$ cat src/rtl/pwm_tick_pkg.sv
package pwm_tick_pkg;
  localparam int CNT_W = 8;
  localparam int PRE_W = 2;
  localparam int DATA_W = 8;

  // mask of the counter bits that take part in the compare
  function automatic logic [CNT_W-1:0] active_mask(input logic [PRE_W-1:0] p);
    return (CNT_W'(1) << (CNT_W - 1 - int'(p))) - CNT_W'(1);
  endfunction

  // period length in ticks for a prescaler value
  function automatic int unsigned period_ticks(input logic [PRE_W-1:0] p);
    return 32'd1 << (CNT_W - 1 - int'(p));
  endfunction

  // output level for a count, prescaler and duty value
  function automatic logic level_of(input logic [CNT_W-1:0] c,
                                    input logic [PRE_W-1:0] p,
                                    input logic [CNT_W-2:0] d);
    return (c & active_mask(p)) < {1'b0, d};
  endfunction
endpackage

$ cat src/rtl/pwm_tick_regs.sv
module pwm_tick_regs #(
  parameter int DATA_W = pwm_tick_pkg::DATA_W,
  parameter int PRE_W  = pwm_tick_pkg::PRE_W
) (
  input  logic              clk,
  input  logic              rst,
  input  logic              we,
  input  logic              addr,
  input  logic [DATA_W-1:0] wdata,
  output logic              en,
  output logic [PRE_W-1:0]  pre,
  output logic [DATA_W-2:0] duty,
  output logic [DATA_W-1:0] rdata
);
  localparam int PAD_W = DATA_W - 1 - PRE_W;

  always_ff @(posedge clk) begin
    if (rst) begin
      en   <= 1'b0;
      pre  <= '0;
      duty <= '0;
    end else if (we) begin
      if (!addr) begin
        en  <= wdata[DATA_W-1];
        pre <= wdata[PRE_W-1:0];
      end else begin
        duty <= wdata[DATA_W-2:0];
      end
    end
  end

  always_comb begin
    if (addr) rdata = {1'b0, duty};
    else      rdata = {en, {PAD_W{1'b0}}, pre};
  end
endmodule

$ cat src/rtl/pwm_tick_counter.sv
module pwm_tick_counter #(
  parameter int CNT_W = pwm_tick_pkg::CNT_W,
  parameter int PRE_W = pwm_tick_pkg::PRE_W
) (
  input  logic             clk,
  input  logic             rst,
  input  logic             en,
  input  logic             tick,
  input  logic [PRE_W-1:0] pre,
  output logic [CNT_W-1:0] cnt,
  output logic             wrap
);
  localparam int NSEL = 1 << PRE_W;

  logic [CNT_W-1:0] inc;
  logic [NSEL-1:0]  hit;

  assign inc = cnt + CNT_W'(1);

  // one candidate reset bit per prescaler setting
  for (genvar i = 0; i < NSEL; i++) begin : g_hit
    assign hit[i] = inc[CNT_W-1-i];
  end

  assign wrap = en & tick & hit[pre];

  always_ff @(posedge clk) begin
    if (rst || !en)  cnt <= '0;
    else if (wrap)   cnt <= '0;
    else if (tick)   cnt <= inc;
  end
endmodule

$ cat src/rtl/pwm_tick_compare.sv
module pwm_tick_compare #(
  parameter int CNT_W = pwm_tick_pkg::CNT_W,
  parameter int PRE_W = pwm_tick_pkg::PRE_W
) (
  input  logic             en,
  input  logic [CNT_W-1:0] cnt,
  input  logic [PRE_W-1:0] pre,
  input  logic [CNT_W-2:0] duty,
  output logic             out
);
  assign out = en & pwm_tick_pkg::level_of(cnt, pre, duty);
endmodule

$ cat src/rtl/pwm_tick_core.sv
module pwm_tick_core #(
  parameter int CNT_W = pwm_tick_pkg::CNT_W,
  parameter int PRE_W = pwm_tick_pkg::PRE_W
) (
  input  logic             clk,
  input  logic             rst,
  input  logic             tick,
  input  logic             reg_we,
  input  logic             reg_addr,
  input  logic [CNT_W-1:0] reg_wdata,
  output logic [CNT_W-1:0] reg_rdata,
  output logic             pwm_out
);
  logic             ctrl_en;
  logic [PRE_W-1:0] pre_sel;
  logic [CNT_W-2:0] duty_q;
  logic [CNT_W-1:0] cnt_q;
  logic             wrap_evt;

  pwm_tick_regs #(.DATA_W(CNT_W), .PRE_W(PRE_W)) u_regs (
    .clk(clk), .rst(rst), .we(reg_we), .addr(reg_addr), .wdata(reg_wdata),
    .en(ctrl_en), .pre(pre_sel), .duty(duty_q), .rdata(reg_rdata)
  );

  pwm_tick_counter #(.CNT_W(CNT_W), .PRE_W(PRE_W)) u_cnt (
    .clk(clk), .rst(rst), .en(ctrl_en), .tick(tick), .pre(pre_sel),
    .cnt(cnt_q), .wrap(wrap_evt)
  );

  pwm_tick_compare #(.CNT_W(CNT_W), .PRE_W(PRE_W)) u_cmp (
    .en(ctrl_en), .cnt(cnt_q), .pre(pre_sel), .duty(duty_q), .out(pwm_out)
  );
endmodule

$ cat config.mk
export PLATFORM = sky130hd
export DESIGN_NAME = pwm_tick_core
export DESIGN_NICKNAME = d
export VERILOG_FILES = /design/src/rtl/pwm_tick_pkg.sv /design/src/rtl/pwm_tick_regs.sv /design/src/rtl/pwm_tick_counter.sv /design/src/rtl/pwm_tick_compare.sv /design/src/rtl/pwm_tick_core.sv
export SDC_FILE = /design/constraint.sdc
export NUM_CORES = 1
export LEC_CHECK = 0
export CORE_MARGIN = 3
export CORE_UTILIZATION = 40
export DETAILED_ROUTE_END_ITERATION = 10
export PLACE_DENSITY_LB_ADDON = 0.1
export SYNTH_ARGS = -nofsm -noshare
export SYNTH_HDL_FRONTEND = slang
export SYNTH_SLANG_ARGS = --single-unit
$ cat constraint.sdc
create_clock -name clk -period 2.2 [get_ports clk]
set_input_delay 0.33 -clock clk [delete_from_list [all_inputs] [get_ports clk]]
set_output_delay 0.33 -clock clk [all_outputs]
set_load 0.01 [all_outputs]
==> results.cfg <==
[run_status]
status = finished, final reports clean

[job]
maxCapViolCount = 0

[worst_setup_path]
crit_chain = nor2b_1, ha_1, a211oi_1, o21ai_1, a311oi_1, buf_2
crit_family = compound AO/OA/AOI/OAI gates
crit_type = flop to output port
crit_fanout = 2
arrival_ps = 1690
reg2reg_from = u_cnt.cnt[0]
required_ps = 1870
reg2reg_slack_ps = 300
worst_setup_path_end_kind = output port
cpPeakStageDelay_ps = 340
crit_start = u_cnt.cnt[5]
start_kind = flop
path_buf_inv = 1
cp_slowest_cell = dfxtp_1

[floorplanning]
dieArea_sq_mm = 0.00347
die_h_um = 58.9
ios = 22
die_w_um = 58.9
initial_core_util_pct = 43.6
core_area_sq_mm = 0.00257
row_count = 18

[place]
io_buffers = 21
dp_hpwl_um = 2050
dp_slack_ps = -14.7
gp_congestion = 0.823

[layout]
final_nets = 193
final_layout_size_suffix_gt1_share_pct = 15.2
final_common_cell = clkdlybuf4s50_1
utilization_pct = 56.3
syn_to_final_growth_pct = 29.2
fillers = 254
layout_common_cells = 19 x clkdlybuf4s50_1, 16 x dfxtp_1, 15 x a21oi_1
diodes = 0

[cts]
cts_tree = yes
h-tree-depth = 1
root_buffer = clkbuf_4
clkLatencyLatePin_ps = 290
cts_sinks = 18
cts_inserted_buffers = 3
cts-hold-fix-buffers = 0
cts.clk_slew.worst_paths_ps = 100
clk_path_buf_depth = 2

[grt]
grt_pass1_wl_um = 4510
grt_max_degree = 11
antenna_found_initial = 0
overflow = 0
track_usage_pct = 16.8
grt_pass1_vias = 1036

[min_path]
min_from = reg_addr
hold_class = primary input to flop

[timing]
fmax_mhz = 495
timing.final.crit_share_pct = 91.9
rsz0062_at_grt = no
finalSetupViolCount = 0
finalCriticalPeriod_ps = 2020
hold_viol_final = 0
fin_worst_skew_ps = 2.90
hold_ws_ps = 424
max_slew_margin_pct = 70.6
tns_ps = 0
worst_pin_slew_ps = 440
timing.final.ws_setup_ps = 179
slew_violations = 0

[route]
routedWlPerCell_um = 12.5
drc = 0
via_count = 1073
drt_iter0_markers = 46
vias_per_cell = 5.34
firstDrtPassIters = 4
drtAntennaViolNets = 0
routed_wl_um = 2520

[power]
power_w = 0.000606
p_leak_nw = 0.558
ir_drop_uv = 382
powerDensity_mw_per_mm2 = 419

[synthesis]
synth.cell_area_sq_mm = 0.00112
synth_top_area_share_pct = 32.2
synthFlopType = dfxtp_1
synth_edf_count = 0
syn_avg_cell_area_sq_um = 7.83
synth-seq-cells = 18
yosysTopAreaCell = dfxtp_1
netlist_instances = 143
yosysWarnings = 0
async_flop_share_pct = 0
yosysUniqueCellTypes = 37
synth_nets = 163
yosysSeqAreaShare_pct = 32.2
yosys-top-cells-area = dfxtp_1 32%, ha_1 7.8%, a21oi_1 7.2%
==> final cells by class <==
| type | count | area, sq um | area share (%) |
|---|---|---|---|
| Clock buffer | 3 | 22.5 | 1.56 |
| Inverter | 10 | 37.5 | 2.60 |
| Multi-Input combinational cell | 106 | 681 | 47.1 |
| Sequential cell | 18 | 363 | 25.1 |
| Tap cell | 30 | 37.5 | 2.60 |
| Timing Repair Buffer | 34 | 305 | 21.1 |
==> tightest hold or removal path, delay by kind of cell <==
family	cells	cell delay, ps
compound gates	1	60
buf+inv	1	180
simple gates	1	110
==> stage by stage <==
| step | instances | instance area [sq um] |
|---|---|---|
| CTS | 201 | 1440 |
| global route | 201 | 1450 |
| finish | 201 | 1450 |
| global placement | 198 | 1420 |
| detailed placement | 198 | 1420 |
| floorplan | 143 | 1120 |
==> logic make-up (layout without fill, tap and decap cells) <==
| family | count (synthesis) | count (layout) | share of synthesized area (%) |
|---|---|---|---|
| AOI/OAI and AO/OA | 33 | 33 | 18.4 |
| DFF | 18 | 18 | 32.2 |
| and+or+nand+nor | 60 | 60 | 29.2 |
| xor gates and xnor gates | 4 | 4 | 3.13 |
| muxes | 2 | 2 | 1.90 |
| buffers and inverters | 19 | 47 | 7.37 |
| adders and majority gates | 7 | 7 | 7.82 |
==> worst paths after layout <==
check                        end  depth (start not counted)
hold / removal    u_regs.duty[1]                          3
hold reg to reg   u_regs.duty[2]                          2
setup reg to reg    u_cnt.cnt[4]                          7
setup / recovery         pwm_out                          6
==> Yosys cell counts (all sizes together) (4+ instances only) <==
cell,count
a21oi,16
buf,4
nor3,4
nand2,14
o21ai,5
xor2,4
nand3,12
inv,10
clkbuf,5
nor2,8
dfxtp,18
and2,5
ha,7
==> power breakdown <==
group	switching, W	total [W]	internal, W	leakage, nW
clock network	0.000102	0.000166	0.0000637	0.0138
logic	0.0000456	0.000100	0.0000543	0.398
registers	0.00000585	0.000341	0.000335	0.147
total	0.000153	0.000606	0.000453	0.558
==> flip-flops by register name (all words and copies together) (netlist names) <==
| register | flops |
|---|---|
| u_cnt.cnt | 8 |
| u_regs.duty | 7 |
| u_regs.pre | 2 |
| u_regs.en | 1 |
==> per-layer routing <==
metal  vias to the layer above  wire [um]  track usage (%)
met1                       484       1260             24.2
met3                         7        116             2.85
met2                        24       1110             24.6
li1                        558          -                -
met5                         -          0                0
met4                         0         36             6.80
==> what timing repair did <==
item,4_1_cts,5_1_grt
setup endpoints to repair,1,2
setup buffers,0,0
pin swaps,0,1
gates resized for setup,5,5
(Power assumes the default switching activity.)
